### src/rtl/pwm_tmg_pkg.sv
package pwm_tmg_pkg;
   // limit register field positions (decoded by the modulation calculator)
   localparam int unsigned LIM_LO_LSB   = 0;
   localparam int unsigned LIM_SKIP_BIT = 2;
   localparam int unsigned LIM_AUXF_BIT = 3;
   localparam int unsigned LIM_HI_LSB   = 4;
   localparam int unsigned LIM_FB_BIT   = 7;

   // write address map
   localparam int unsigned ADDR_PERIOD = 0;
   localparam int unsigned ADDR_LIMIT  = 1;
   localparam int unsigned ADDR_EDGE0  = 2;

   function automatic int unsigned addr_rise_en(int unsigned n_out);
      return ADDR_EDGE0 + 2 * n_out;
   endfunction

   function automatic int unsigned addr_fall_en(int unsigned n_out);
      return ADDR_EDGE0 + 2 * n_out + 1;
   endfunction

   function automatic int unsigned addr_ctrl(int unsigned n_out);
      return ADDR_EDGE0 + 2 * n_out + 2;
   endfunction
endpackage

### src/rtl/pwm_tmg_shadow.sv
module pwm_tmg_shadow
   import pwm_tmg_pkg::*;
#(
   parameter int unsigned NUM_OUT = 7,
   parameter int unsigned EDGE_W  = 8,
   parameter int unsigned ADDR_W  = 5
) (
   input  logic                             clk,
   input  logic                             rst_n,
   input  logic                             wr_en,
   input  logic [ADDR_W-1:0]                wr_addr,
   input  logic [EDGE_W-1:0]                wr_data,
   input  logic                             period_end,
   output logic [EDGE_W-1:0]                act_period,
   output logic [EDGE_W-1:0]                act_limit,
   output logic [EDGE_W-1:0]                nxt_period,
   output logic [EDGE_W-1:0]                nxt_limit,
   output logic [NUM_OUT-1:0][EDGE_W-1:0]   act_rise,
   output logic [NUM_OUT-1:0][EDGE_W-1:0]   act_fall,
   output logic [NUM_OUT-1:0]               act_ren,
   output logic [NUM_OUT-1:0]               act_fen,
   output logic [NUM_OUT-1:0]               act_dis,
   output logic                             pending
);
   localparam int unsigned A_REN  = addr_rise_en(NUM_OUT);
   localparam int unsigned A_FEN  = addr_fall_en(NUM_OUT);
   localparam int unsigned A_CTRL = addr_ctrl(NUM_OUT);

   logic                commit;
   logic                hit_per, hit_lim, hit_ren, hit_fen, hit_ctrl;
   logic [EDGE_W-1:0]   sh_period, sh_limit;
   logic [NUM_OUT-1:0]  sh_ren, sh_fen, sh_dis;

   assign commit   = period_end & pending;
   assign hit_per  = wr_en && (wr_addr == ADDR_W'(ADDR_PERIOD));
   assign hit_lim  = wr_en && (wr_addr == ADDR_W'(ADDR_LIMIT));
   assign hit_ren  = wr_en && (wr_addr == ADDR_W'(A_REN));
   assign hit_fen  = wr_en && (wr_addr == ADDR_W'(A_FEN));
   assign hit_ctrl = wr_en && (wr_addr == ADDR_W'(A_CTRL));

   // shadow copy of the shared fields
   always_ff @(posedge clk or negedge rst_n) begin
      if (!rst_n) begin
         sh_period <= '0;
         sh_limit  <= '0;
         sh_ren    <= '0;
         sh_fen    <= '0;
         sh_dis    <= '0;
      end else begin
         if (hit_per)  sh_period <= wr_data;
         if (hit_lim)  sh_limit  <= wr_data;
         if (hit_ren)  sh_ren    <= wr_data[NUM_OUT-1:0];
         if (hit_fen)  sh_fen    <= wr_data[NUM_OUT-1:0];
         if (hit_ctrl) sh_dis    <= wr_data[NUM_OUT:1];
      end
   end

   // active copy of the shared fields, loaded only at a committing period end
   always_ff @(posedge clk or negedge rst_n) begin
      if (!rst_n) begin
         act_period <= '0;
         act_limit  <= '0;
         act_ren    <= '0;
         act_fen    <= '0;
         act_dis    <= '0;
      end else if (commit) begin
         act_period <= sh_period;
         act_limit  <= sh_limit;
         act_ren    <= sh_ren;
         act_fen    <= sh_fen;
         act_dis    <= sh_dis;
      end
   end

   // a new request wins over the clear of the one being committed
   always_ff @(posedge clk or negedge rst_n) begin
      if (!rst_n)                      pending <= 1'b0;
      else if (hit_ctrl && wr_data[0]) pending <= 1'b1;
      else if (commit)                 pending <= 1'b0;
   end

   assign nxt_period = commit ? sh_period : act_period;
   assign nxt_limit  = commit ? sh_limit  : act_limit;

   // per-output edge registers
   for (genvar i = 0; i < NUM_OUT; i++) begin : g_edge
      logic [EDGE_W-1:0] sh_r, sh_f, ac_r, ac_f;
      logic              hit_r, hit_f;

      assign hit_r = wr_en && (wr_addr == ADDR_W'(ADDR_EDGE0 + 2 * i));
      assign hit_f = wr_en && (wr_addr == ADDR_W'(ADDR_EDGE0 + 2 * i + 1));

      always_ff @(posedge clk or negedge rst_n) begin
         if (!rst_n) begin
            sh_r <= '0;
            sh_f <= '0;
         end else begin
            if (hit_r) sh_r <= wr_data;
            if (hit_f) sh_f <= wr_data;
         end
      end

      always_ff @(posedge clk or negedge rst_n) begin
         if (!rst_n) begin
            ac_r <= '0;
            ac_f <= '0;
         end else if (commit) begin
            ac_r <= sh_r;
            ac_f <= sh_f;
         end
      end

      assign act_rise[i] = ac_r;
      assign act_fall[i] = ac_f;
   end
endmodule

### src/rtl/pwm_tmg_modcalc.sv
module pwm_tmg_modcalc
   import pwm_tmg_pkg::*;
#(
   parameter int unsigned EDGE_W     = 8,
   parameter bit          FB_SUPPORT = 1'b1
) (
   input  logic              clk,
   input  logic              rst_n,
   input  logic              load,
   input  logic [EDGE_W-1:0] cfg_period,
   input  logic [EDGE_W-1:0] cfg_limit,
   input  logic [EDGE_W-1:0] mod_in,
   output logic [EDGE_W:0]   mod_shift,
   output logic              skip_q,
   output logic              clamp_q
);
   localparam int unsigned TW = EDGE_W + 1;
   localparam int unsigned PW = TW + 4;

   logic [TW-1:0] ticks, hi_lim, lo_lim, demand, floor_v, applied, shift_n;
   logic [PW-1:0] hi_prod, lo_prod;
   logic [2:0]    hi_f;
   logic [1:0]    lo_f;
   logic          below, above;

   assign hi_f    = cfg_limit[LIM_HI_LSB +: 3];
   assign lo_f    = cfg_limit[LIM_LO_LSB +: 2];
   assign ticks   = {1'b0, cfg_period} + TW'(1);
   assign hi_prod = (PW'(hi_f) + PW'(1)) * PW'(ticks);
   assign lo_prod = PW'(lo_f) * PW'(ticks);
   assign hi_lim  = TW'(hi_prod >> 3);
   assign lo_lim  = TW'(lo_prod >> 4);
   assign demand  = {1'b0, mod_in};
   assign below   = demand < lo_lim;
   assign above   = demand > hi_lim;
   assign floor_v = below ? lo_lim : demand;
   assign applied = (floor_v > hi_lim) ? hi_lim : floor_v;

   if (FB_SUPPORT) begin : g_fb
      assign shift_n = cfg_limit[LIM_FB_BIT] ? (applied >> 1) : applied;
   end else begin : g_nofb
      assign shift_n = applied;
   end

   always_ff @(posedge clk or negedge rst_n) begin
      if (!rst_n) begin
         mod_shift <= '0;
         skip_q    <= 1'b0;
         clamp_q   <= 1'b0;
      end else if (load) begin
         mod_shift <= shift_n;
         skip_q    <= cfg_limit[LIM_SKIP_BIT] & below;
         clamp_q   <= below | above;
      end
   end
endmodule

### src/rtl/pwm_tmg_edge_cell.sv
module pwm_tmg_edge_cell #(
   parameter int unsigned EDGE_W = 8
) (
   input  logic [EDGE_W-1:0] cnt,
   input  logic [EDGE_W-1:0] rise,
   input  logic [EDGE_W-1:0] fall,
   input  logic              ren,
   input  logic              fen,
   input  logic [EDGE_W:0]   shift,
   input  logic              dis,
   input  logic              skip,
   input  logic              stop,
   output logic              pwm
);
   localparam int unsigned SW = EDGE_W + 1;

   logic [SW-1:0] r_eff, f_eff, c_ext;
   logic          window, blank;

   assign c_ext  = {1'b0, cnt};
   assign r_eff  = {1'b0, rise} + (ren ? shift : '0);
   assign f_eff  = {1'b0, fall} + (fen ? shift : '0);
   assign window = (c_ext >= r_eff) && (c_ext < f_eff);
   assign blank  = skip & (ren | fen);
   assign pwm    = window & ~dis & ~blank & ~stop;
endmodule

### src/rtl/pwm_edge_timing.sv
module pwm_edge_timing
   import pwm_tmg_pkg::*;
#(
   parameter int unsigned NUM_OUT    = 7,
   parameter int unsigned EDGE_W     = 8,
   parameter int unsigned ADDR_W     = 5,
   parameter bit          HAS_AUX    = 1'b1,
   parameter bit          FB_SUPPORT = 1'b1
) (
   input  logic               clk,
   input  logic               rst_n,
   input  logic               wr_en,
   input  logic [ADDR_W-1:0]  wr_addr,
   input  logic [EDGE_W-1:0]  wr_data,
   input  logic [EDGE_W-1:0]  mod_in,
   input  logic               flag_in,
   output logic [NUM_OUT-1:0] pwm_out,
   output logic               clamp_flag,
   output logic               commit_pending
);
   localparam int unsigned LAST_ADDR = addr_ctrl(NUM_OUT);
   localparam int unsigned AUX_IDX   = NUM_OUT - 1;

   if (NUM_OUT < 2 || NUM_OUT + 1 > EDGE_W) begin : g_bad_count
      $error("pwm_edge_timing: NUM_OUT must be 2..EDGE_W-1");
   end
   if (EDGE_W < 4) begin : g_bad_width
      $error("pwm_edge_timing: EDGE_W must be at least 4");
   end
   if (LAST_ADDR >= (1 << ADDR_W)) begin : g_bad_addr
      $error("pwm_edge_timing: ADDR_W too narrow for the register map");
   end

   logic [EDGE_W-1:0]              cnt_q;
   logic                           period_end;
   logic [EDGE_W-1:0]              act_period, act_limit, nxt_period, nxt_limit;
   logic [NUM_OUT-1:0][EDGE_W-1:0] act_rise, act_fall;
   logic [NUM_OUT-1:0]             act_ren, act_fen, act_dis;
   logic [EDGE_W:0]                mod_shift;
   logic                           skip_q;
   logic                           halt_now, halt_cyc;
   logic                           aux_fast;

   assign period_end = (cnt_q == act_period);
   assign aux_fast   = act_limit[LIM_AUXF_BIT];

   always_ff @(posedge clk or negedge rst_n) begin
      if (!rst_n)          cnt_q <= '0;
      else if (period_end) cnt_q <= '0;
      else                 cnt_q <= cnt_q + EDGE_W'(1);
   end

   // fault shutdown: per-cycle and per-period samples of the fault input
   always_ff @(posedge clk or negedge rst_n) begin
      if (!rst_n) begin
         halt_now <= 1'b0;
         halt_cyc <= 1'b0;
      end else begin
         halt_now <= flag_in;
         if (period_end) halt_cyc <= flag_in;
      end
   end

   pwm_tmg_shadow #(
      .NUM_OUT (NUM_OUT),
      .EDGE_W  (EDGE_W),
      .ADDR_W  (ADDR_W)
   ) u_shadow (
      .clk        (clk),
      .rst_n      (rst_n),
      .wr_en      (wr_en),
      .wr_addr    (wr_addr),
      .wr_data    (wr_data),
      .period_end (period_end),
      .act_period (act_period),
      .act_limit  (act_limit),
      .nxt_period (nxt_period),
      .nxt_limit  (nxt_limit),
      .act_rise   (act_rise),
      .act_fall   (act_fall),
      .act_ren    (act_ren),
      .act_fen    (act_fen),
      .act_dis    (act_dis),
      .pending    (commit_pending)
   );

   pwm_tmg_modcalc #(
      .EDGE_W     (EDGE_W),
      .FB_SUPPORT (FB_SUPPORT)
   ) u_modcalc (
      .clk        (clk),
      .rst_n      (rst_n),
      .load       (period_end),
      .cfg_period (nxt_period),
      .cfg_limit  (nxt_limit),
      .mod_in     (mod_in),
      .mod_shift  (mod_shift),
      .skip_q     (skip_q),
      .clamp_q    (clamp_flag)
   );

   for (genvar i = 0; i < NUM_OUT; i++) begin : g_out
      logic stop_i;
      if (HAS_AUX && i == AUX_IDX) begin : g_aux
         assign stop_i = halt_now;
      end else begin : g_main
         assign stop_i = aux_fast ? halt_cyc : halt_now;
      end

      pwm_tmg_edge_cell #(
         .EDGE_W (EDGE_W)
      ) u_cell (
         .cnt   (cnt_q),
         .rise  (act_rise[i]),
         .fall  (act_fall[i]),
         .ren   (act_ren[i]),
         .fen   (act_fen[i]),
         .shift (mod_shift),
         .dis   (act_dis[i]),
         .skip  (skip_q),
         .stop  (stop_i),
         .pwm   (pwm_out[i])
      );
   end
endmodule

### config.mk
export PLATFORM = sky130hd
export DESIGN_NAME = pwm_edge_timing
export DESIGN_NICKNAME = d
export VERILOG_FILES = /design/src/rtl/pwm_tmg_pkg.sv /design/src/rtl/pwm_tmg_shadow.sv /design/src/rtl/pwm_tmg_modcalc.sv /design/src/rtl/pwm_tmg_edge_cell.sv /design/src/rtl/pwm_edge_timing.sv
export SDC_FILE = /design/constraint.sdc
export NUM_CORES = 1
export LEC_CHECK = 0
export ABC_CLOCK_PERIOD_IN_PS = 11000
export BUFFER_PORTS_ARGS = -buffer_cell sky130_fd_sc_hd__buf_2
export CAP_MARGIN = 5
export CORE_AREA = 2 2 245 247
export DETAILED_ROUTE_END_ITERATION = 6
export DIE_AREA = 0 0 247 249
export PLACE_DENSITY = 0.56
export SYNTH_ARGS = -nofsm -noshare
export SYNTH_HDL_FRONTEND = slang
export SYNTH_SLANG_ARGS = --single-unit
### constraint.sdc
create_clock -name clk -period 11 [get_ports clk]
set_input_delay 0 -clock clk [delete_from_list [all_inputs] [get_ports clk]]
set_output_delay 0 -clock clk [all_outputs]
set_load 0.02 [all_outputs]
==> results of run 1 <==
==> what timing repair did <==
action | in CTS | in global routing
hold buffers | 10 | 0
endpoints found under the setup margin | 0 | 1
hold endpoints to repair | 63 | 0
resized for setup | 0 | 1
==> cells in the final DEF, fill, tap and decap left out, drive strengths merged, types with 15 or more instances in the layout <==
cell type,Yosys,layout
mux2i,15,15
and2,117,117
dfrtp,320,320
ha,261,261
o21bai,56,56
xor2,42,42
nand2b,21,21
clkbuf,52,54
a21o,115,115
buf,22,55
fa,28,28
o21ai,29,29
nand3,17,17
nor2b,16,16
nand2,70,70
a21oi,109,109
nor2,56,56
inv,109,110
mux2,289,289
xnor2,97,97
==> worst register-to-register path: cells and delay by family (launching register included) <==
kind | cells | cell delay (ns)
AND/OR/NAND/NOR | 9 | 3.09
XOR/XNOR | 3 | 0.61
multiplexers | 1 | 0.50
flip-flops | 1 | 0.32
buffers and inverters | 5 | 1.28
AO/OA/AOI/OAI | 13 | 2.98
adder cells (fa/ha/maj) | 4 | 1.21
==> cell type report <==
type | instances | area, um^2 | area share, %
multi-input cells | 1453 | 12860 | 53.69
well taps | 773 | 967.2 | 4.037
inverters | 109 | 409.1 | 1.708
flip-flops and latches | 320 | 8008 | 33.42
clock buffers | 54 | 1125 | 4.695
repair buffers | 64 | 450.4 | 1.880
clock inverters | 14 | 136.4 | 0.5692
==> layer usage <==
layer | GRT usage [%] | up-vias | wire, um
met5 | 0 | - | 0
li1 | - | 6963 | -
met2 | 30.43 | 184 | 26090
met3 | 2.176 | 74 | 1652
met1 | 26.59 | 7385 | 27750
met4 | 5.026 | 0 | 1166
==> state kept, by name, indices dropped and copies added, names as in the netlist, 8 cells and up <==
register              flops
u_shadow.act_period       8
u_shadow.g_edge.ac_f     56
u_shadow.g_edge.sh_f     56
cnt_q                     8
u_modcalc.mod_shift       9
u_shadow.g_edge.sh_r     56
u_shadow.act_limit        8
u_shadow.sh_limit         8
u_shadow.sh_period        8
u_shadow.g_edge.ac_r     56
==> cell families after synthesis <==
group	count (synthesis)	share of synthesized area, %
compound gates	362	11.29
xor+xnor	139	5.715
buf+inv	183	3.324
mux	304	15.80
flops	320	37.13
fa+ha+maj	289	17.74
simple gates	359	8.993
==> metrics by stage <==
stage,utilization [%],hold slack (ns)
after floorplan,-,-0.2956
after global placement,38.47,-0.04488
after detailed placement,38.47,-0.03893
after CTS,40.82,0.01321
after global routing,40.83,0.09595
final,40.83,0.06113
==> power groups by stage <==
| stage | combinational [mW] | clock, mW | sequential [mW] |
|---|---|---|---|
| floorplan | 2.15 | 0 | 1.76 |
| global placement | 2.62 | 0 | 1.94 |
| detailed placement | 2.69 | 0 | 1.95 |
| CTS | 2.72 | 1.31 | 1.94 |
| global route | 3.05 | 1.36 | 1.99 |
| finish | 2.70 | 1.27 | 1.93 |
==> path summary, 6_finish.rpt <==
check / end / cells after the start
min reg2reg: halt_cyc / 2
min: u_modcalc.mod_shift[3] / 5
max: u_modcalc.mod_shift[0] / 35
min in group asynchronous: u_shadow.g_edge[5].sh_f[4] / 3
max in group asynchronous: u_shadow.sh_period[0] / 5
max reg2reg: u_modcalc.mod_shift[0] / 35
==> results.toml, run 1 <==
[synth]
netlist_top_cells_area = "dfrtp_1 (37%), ha_1 (15%), mux2_2 (15%)"
synth_cells = 1956
synth-async-reset-ratio_pct = 100.0
synth_cell_type_count = 60
synth_flop_cell = "dfrtp_1"
yosys.area.top_type_share_pct = 37.13
mappedNetlistArea_mm2 = 0.02157
ys_seq_area_share_pct = 37.13
ys_warn_count = 0
yosys-top-cells-count = "dfrtp_1 (320), mux2_2 (288), ha_1 (261)"
ys_seq_elements = 320
synth-edff-count = 0
avgSynthCellArea_um2 = 11.03
synth_nets = 2270
yosys.area.top_type = "dfrtp_1"
yosysMostFrequentCell = "dfrtp_1"

[drt]
post_drt_wl_per_cell_um = 20.33
via_per_inst = 5.241
route.vias.total = 14606
ant_nets = 0
wirelength_mm = 56.66
drtPass1Iterations = 7
drtIter0Drc = 681
drc = 0

[power_and_ir_drop]
switchingPower_mw = 2.244
p_total_mw = 5.899
leakage_nw = 12.11
internal_power_mw = 3.655
irDropWorstVdd_mv = 0.1058
pwr-share-comb_pct = 45.8
p_per_area_mw_per_mm2 = 246.2
power_frac_seq_pct = 32.7
clockPowerShare_pct = 21.6
p_sw_share_pct = 38.04

[global_routing]
gr-total-overflow = 0
grt_pass1_wl_mm = 88.67
grt_max_degree = 75
grt_usage_pct = 18.83
grt_pass1_vias = 15042
antenna_found_initial = 2

[final_layout]
drive_above_1_share_pct = 21.25
nets = 2300
antennaDiodeCount = 0
finalNonFillerCells = 2787
n_fill_cell = 5575
area_delta_synth_final_pct = 11.10
final_area_mm2 = 0.02396

[worst_setup_path]
worstPathMaxFanout = 44
path_buf_inv = 5
cp.required_ns = 11.44
critPathMaxStageDelay_ns = 0.69
start_kind = "flop"
crit_top_cell = "ha_1"
path_class = "reg2reg"
cp-startpoint = "cnt_q[2]"
regToRegSetupSlack_ns = 0.88
endpoint_kind = "flop"
crit_arrival_ns = 10.56
reg2reg_from = "cnt_q[2]"
critPathSlowestCell = "nand3_4"
cpLargestDelayFamily = "simple AND/OR/NAND/NOR gates"

[floorplan]
die_area_mm2 = 0.06150
start_util_pct = 36.75
pin_count = 34
fp.coreArea_mm2 = 0.05869
rows = 89
dieWidth_um = 247
dieHeight_um = 249

[clock_tree]
numCtsBuffers = 38
cts-root-buf = "clkbuf_16"
cts_tree = "yes"
clock_sinks = 320
clk_pin_slew_ns = 0.06
insertion_delay_ns = 0.56
post_cts_buffers = 0
htree_levels = 2
cts_buffer_depth = 3

[placed_design]
numPlacedInstances = 2709
hpwl_mm = 37.43
placed_cell_area_mm2 = 0.02258
gp_congestion = 0.8418
pre_cts_slack_ns = 1.183
port-buffer-count = 33

[worst_hold_path]
hp-start = "mod_in[3]"
hold_path.class = "in2reg"

[timing]
fmax_mhz = 98.81
grt_setup_unrepaired = "false"
fin_ws_ns = 0.8797
hold_viol_final = 0
fin_crit_sh_pct = 92.00
period_needed_ns = 10.12
worstMarginPinSlew_ns = 1.177
finalMaxSlewViolations = 0
setup-tns-final_ns = 0
slew_headroom_pct = 21.55
setup_viol = 0
fin_skew_ns = 0.02446

[run]
maxCapViolCount = 0

[outcome]
status = "finished, final reports clean"
(Power assumes the default switching activity.)
==> run 2: changes to the inputs <==
--- a/config.mk
+++ b/config.mk
@@ -8,10 +8,10 @@
 export ABC_CLOCK_PERIOD_IN_PS = 11000
 export BUFFER_PORTS_ARGS = -buffer_cell sky130_fd_sc_hd__buf_2
 export CAP_MARGIN = 5
-export CORE_AREA = 2 2 245 247
+export CORE_AREA = 2 2 193 195
 export DETAILED_ROUTE_END_ITERATION = 6
-export DIE_AREA = 0 0 247 249
-export PLACE_DENSITY = 0.56
+export DIE_AREA = 0 0 195 197
+export PLACE_DENSITY = 0.81
 export SYNTH_ARGS = -nofsm -noshare
 export SYNTH_HDL_FRONTEND = slang
 export SYNTH_SLANG_ARGS = --single-unit
==> run 2 against run 1 <==
- the run now ends with design-rule violations left
- combinational power is essentially flat
- register-to-register slack lost 0.23 ns
- cell count decreased by 12%
==> results.toml, run 2 (synthesis gave the netlist of run 1 again) <==
[drt]
wirelength_mm = 52.83
drtPass1Iterations = 7
drc = 1
drtIter0Drc = 900
post_drt_wl_per_cell_um = 21.43
via_per_inst = 6.068
ant_nets = 0
route.vias.total = 14957

[floorplan]
die_area_mm2 = 0.03842
start_util_pct = 59.48
pin_count = 34
dieHeight_um = 197
rows = 70
dieWidth_um = 195
fp.coreArea_mm2 = 0.03626

[timing]
fmax_mhz = 96.61
slew_headroom_pct = 26.84
period_needed_ns = 10.35
fin_skew_ns = 0.01683
hold_viol_final = 0
finalMaxSlewViolations = 0
hold_slack_ns = 0.01611
grt_setup_unrepaired = "false"
worstMarginPinSlew_ns = 1.097
setup-tns-final_ns = 0
setup_viol = 0
fin_crit_sh_pct = 94.10

[clock_tree]
htree_levels = 2
insertion_delay_ns = 0.53
ctsResizeCount = 0
clock_sinks = 320
cts_buffer_depth = 3
post_cts_buffers = 0
numCtsBuffers = 35
cts-root-buf = "clkbuf_16"
cts_tree = "yes"
clk_pin_slew_ns = 0.06

[power_and_ir_drop]
pwr-share-comb_pct = 46.2
irDropWorstVdd_mv = 0.1103
p_per_area_mw_per_mm2 = 252.2
switchingPower_mw = 2.260
power_frac_seq_pct = 32.9
p_sw_share_pct = 38.31
clockPowerShare_pct = 20.8
leakage_nw = 12.02
internal_power_mw = 3.639
p_total_mw = 5.899

[final_layout]
ff_latch_area_mm2 = 0.008008
multi_input_area_mm2 = 0.01286
drive_above_1_share_pct = 20.99
final_common_cell = "dfrtp_1"
nets = 2285
finalNonFillerCells = 2465
area_delta_synth_final_pct = 8.482
n_fill_cell = 2780
final_area_mm2 = 0.02339
layout_common_cells = "dfrtp_1 (320), mux2_2 (288), ha_1 (261)"

[placed_design]
port-buffer-count = 33
hpwl_mm = 34.90
gp_congestion = 0.9163
numPlacedInstances = 2399
placed_cell_area_mm2 = 0.02216

[global_routing]
antenna_found_initial = 1
grt_use_met3_pct = 3.730
use_met1_pct = 36.24
grt_max_degree = 96
top_usage_layer = "met2"
grt_usage_pct = 28.10
grt_pass1_vias = 15220
grt_util_met2_pct = 47.86
gr-total-overflow = 0
grt_pass1_wl_mm = 83.46

[run]
maxCapViolCount = 0

[worst_setup_path]
cp.required_ns = 11.38
path_class = "reg2reg"
reg2reg_depth = 31
regToRegSetupSlack_ns = 0.65
reg2reg_from = "cnt_q[7]"
endpoint_kind = "flop"
worstPathMaxFanout = 63
crit_arrival_ns = 10.73
r2r-end = "u_modcalc.mod_shift[1]"
critPathSlowestCell = "dfrtp_1"
critPathMaxStageDelay_ns = 0.94
cp-startpoint = "cnt_q[7]"
start_kind = "flop"

[worst_hold_path]
hold_path.class = "in2reg"
hold_end = "u_modcalc.mod_shift[7]"
whs_path_depth = 4
hp-start = "mod_in[7]"

[outcome]
violations = "design-rule violations"
status = "finished, violations left"
-- run 2: cell types whose count changed in the layout (fill, tap and decap cells not counted), sizes merged --
cell / before / now
dlygate4sd3: 9 / 3
diode: 0 / 1
inv: 110 / 109
buf: 55 / 49
clkbuf: 54 / 46
clkinvlp: 2 / 3
bufinv: 2 / 4
-- run 2: power groups by stage --
stage | clock (mW) | sequential, mW | combinational [mW]
2_1_floorplan | 0 | 1.76 | 2.15
3_3_place_gp | 0 | 1.93 | 2.56
3_5_place_dp | 0 | 1.95 | 2.68
4_1_cts | 1.25 | 1.94 | 2.73
5_1_grt | 1.29 | 1.99 | 3.04
6_report | 1.23 | 1.94 | 2.73
-- run 2: area by class of cell --
type,instances,area share (%)
Multi-Input combinational cell,1453,54.97
Tap cell,468,2.503
Antenna cell,1,0.01070
Inverter,109,1.749
Sequential cell,320,34.23
Clock inverter,16,0.8343
Clock buffer,46,4.316
Timing Repair Buffer,52,1.391
-- run 2: how the worst max path moves through the flow --
stage	cells past startpoint	end	slack, ns
after floorplan	33	u_modcalc.mod_shift[1]	2.96
after global placement	30	u_modcalc.mod_shift[1]	1.20
after detailed placement	31	u_modcalc.mod_shift[1]	0.92
after CTS	31	u_modcalc.mod_shift[1]	0.79
after global routing	31	u_modcalc.mod_shift[0]	0.09
final	31	u_modcalc.mod_shift[1]	0.65
-- run 2: repair_timing --
item,4_1_cts,5_1_grt
setup endpoints to repair,0,0
hold endpoints to repair,96,0
hold buffers,3,0
-- run 2: metrics by stage --
stage,utilization (%),setup WS (ns)
floorplan,-,2.964
global placement,61.11,1.197
detailed placement,61.11,0.9153
CTS,64.51,0.7949
global route,64.51,0.09096
finish,64.52,0.6491
-- run 2: worst max-delay path: cells and delay by family (launching register included) --
| family | cells | cell delay [ns] |
|---|---|---|
| compound gates | 14 | 3.35 |
| fa+ha+maj | 3 | 0.94 |
| flops | 1 | 0.94 |
| mux | 1 | 0.26 |
| buf+inv | 2 | 0.66 |
| xor+xnor | 3 | 0.68 |
| simple gates | 8 | 3.26 |
-- run 2: per-layer routing --
metal,vias to the layer above,wire (um),part of all wire (%)
met2,375,25410,48
met1,7539,22620,43
li1,6925,-,-
met4,2,2222,4.2
met5,-,9,0.017
met3,116,2576,4.9
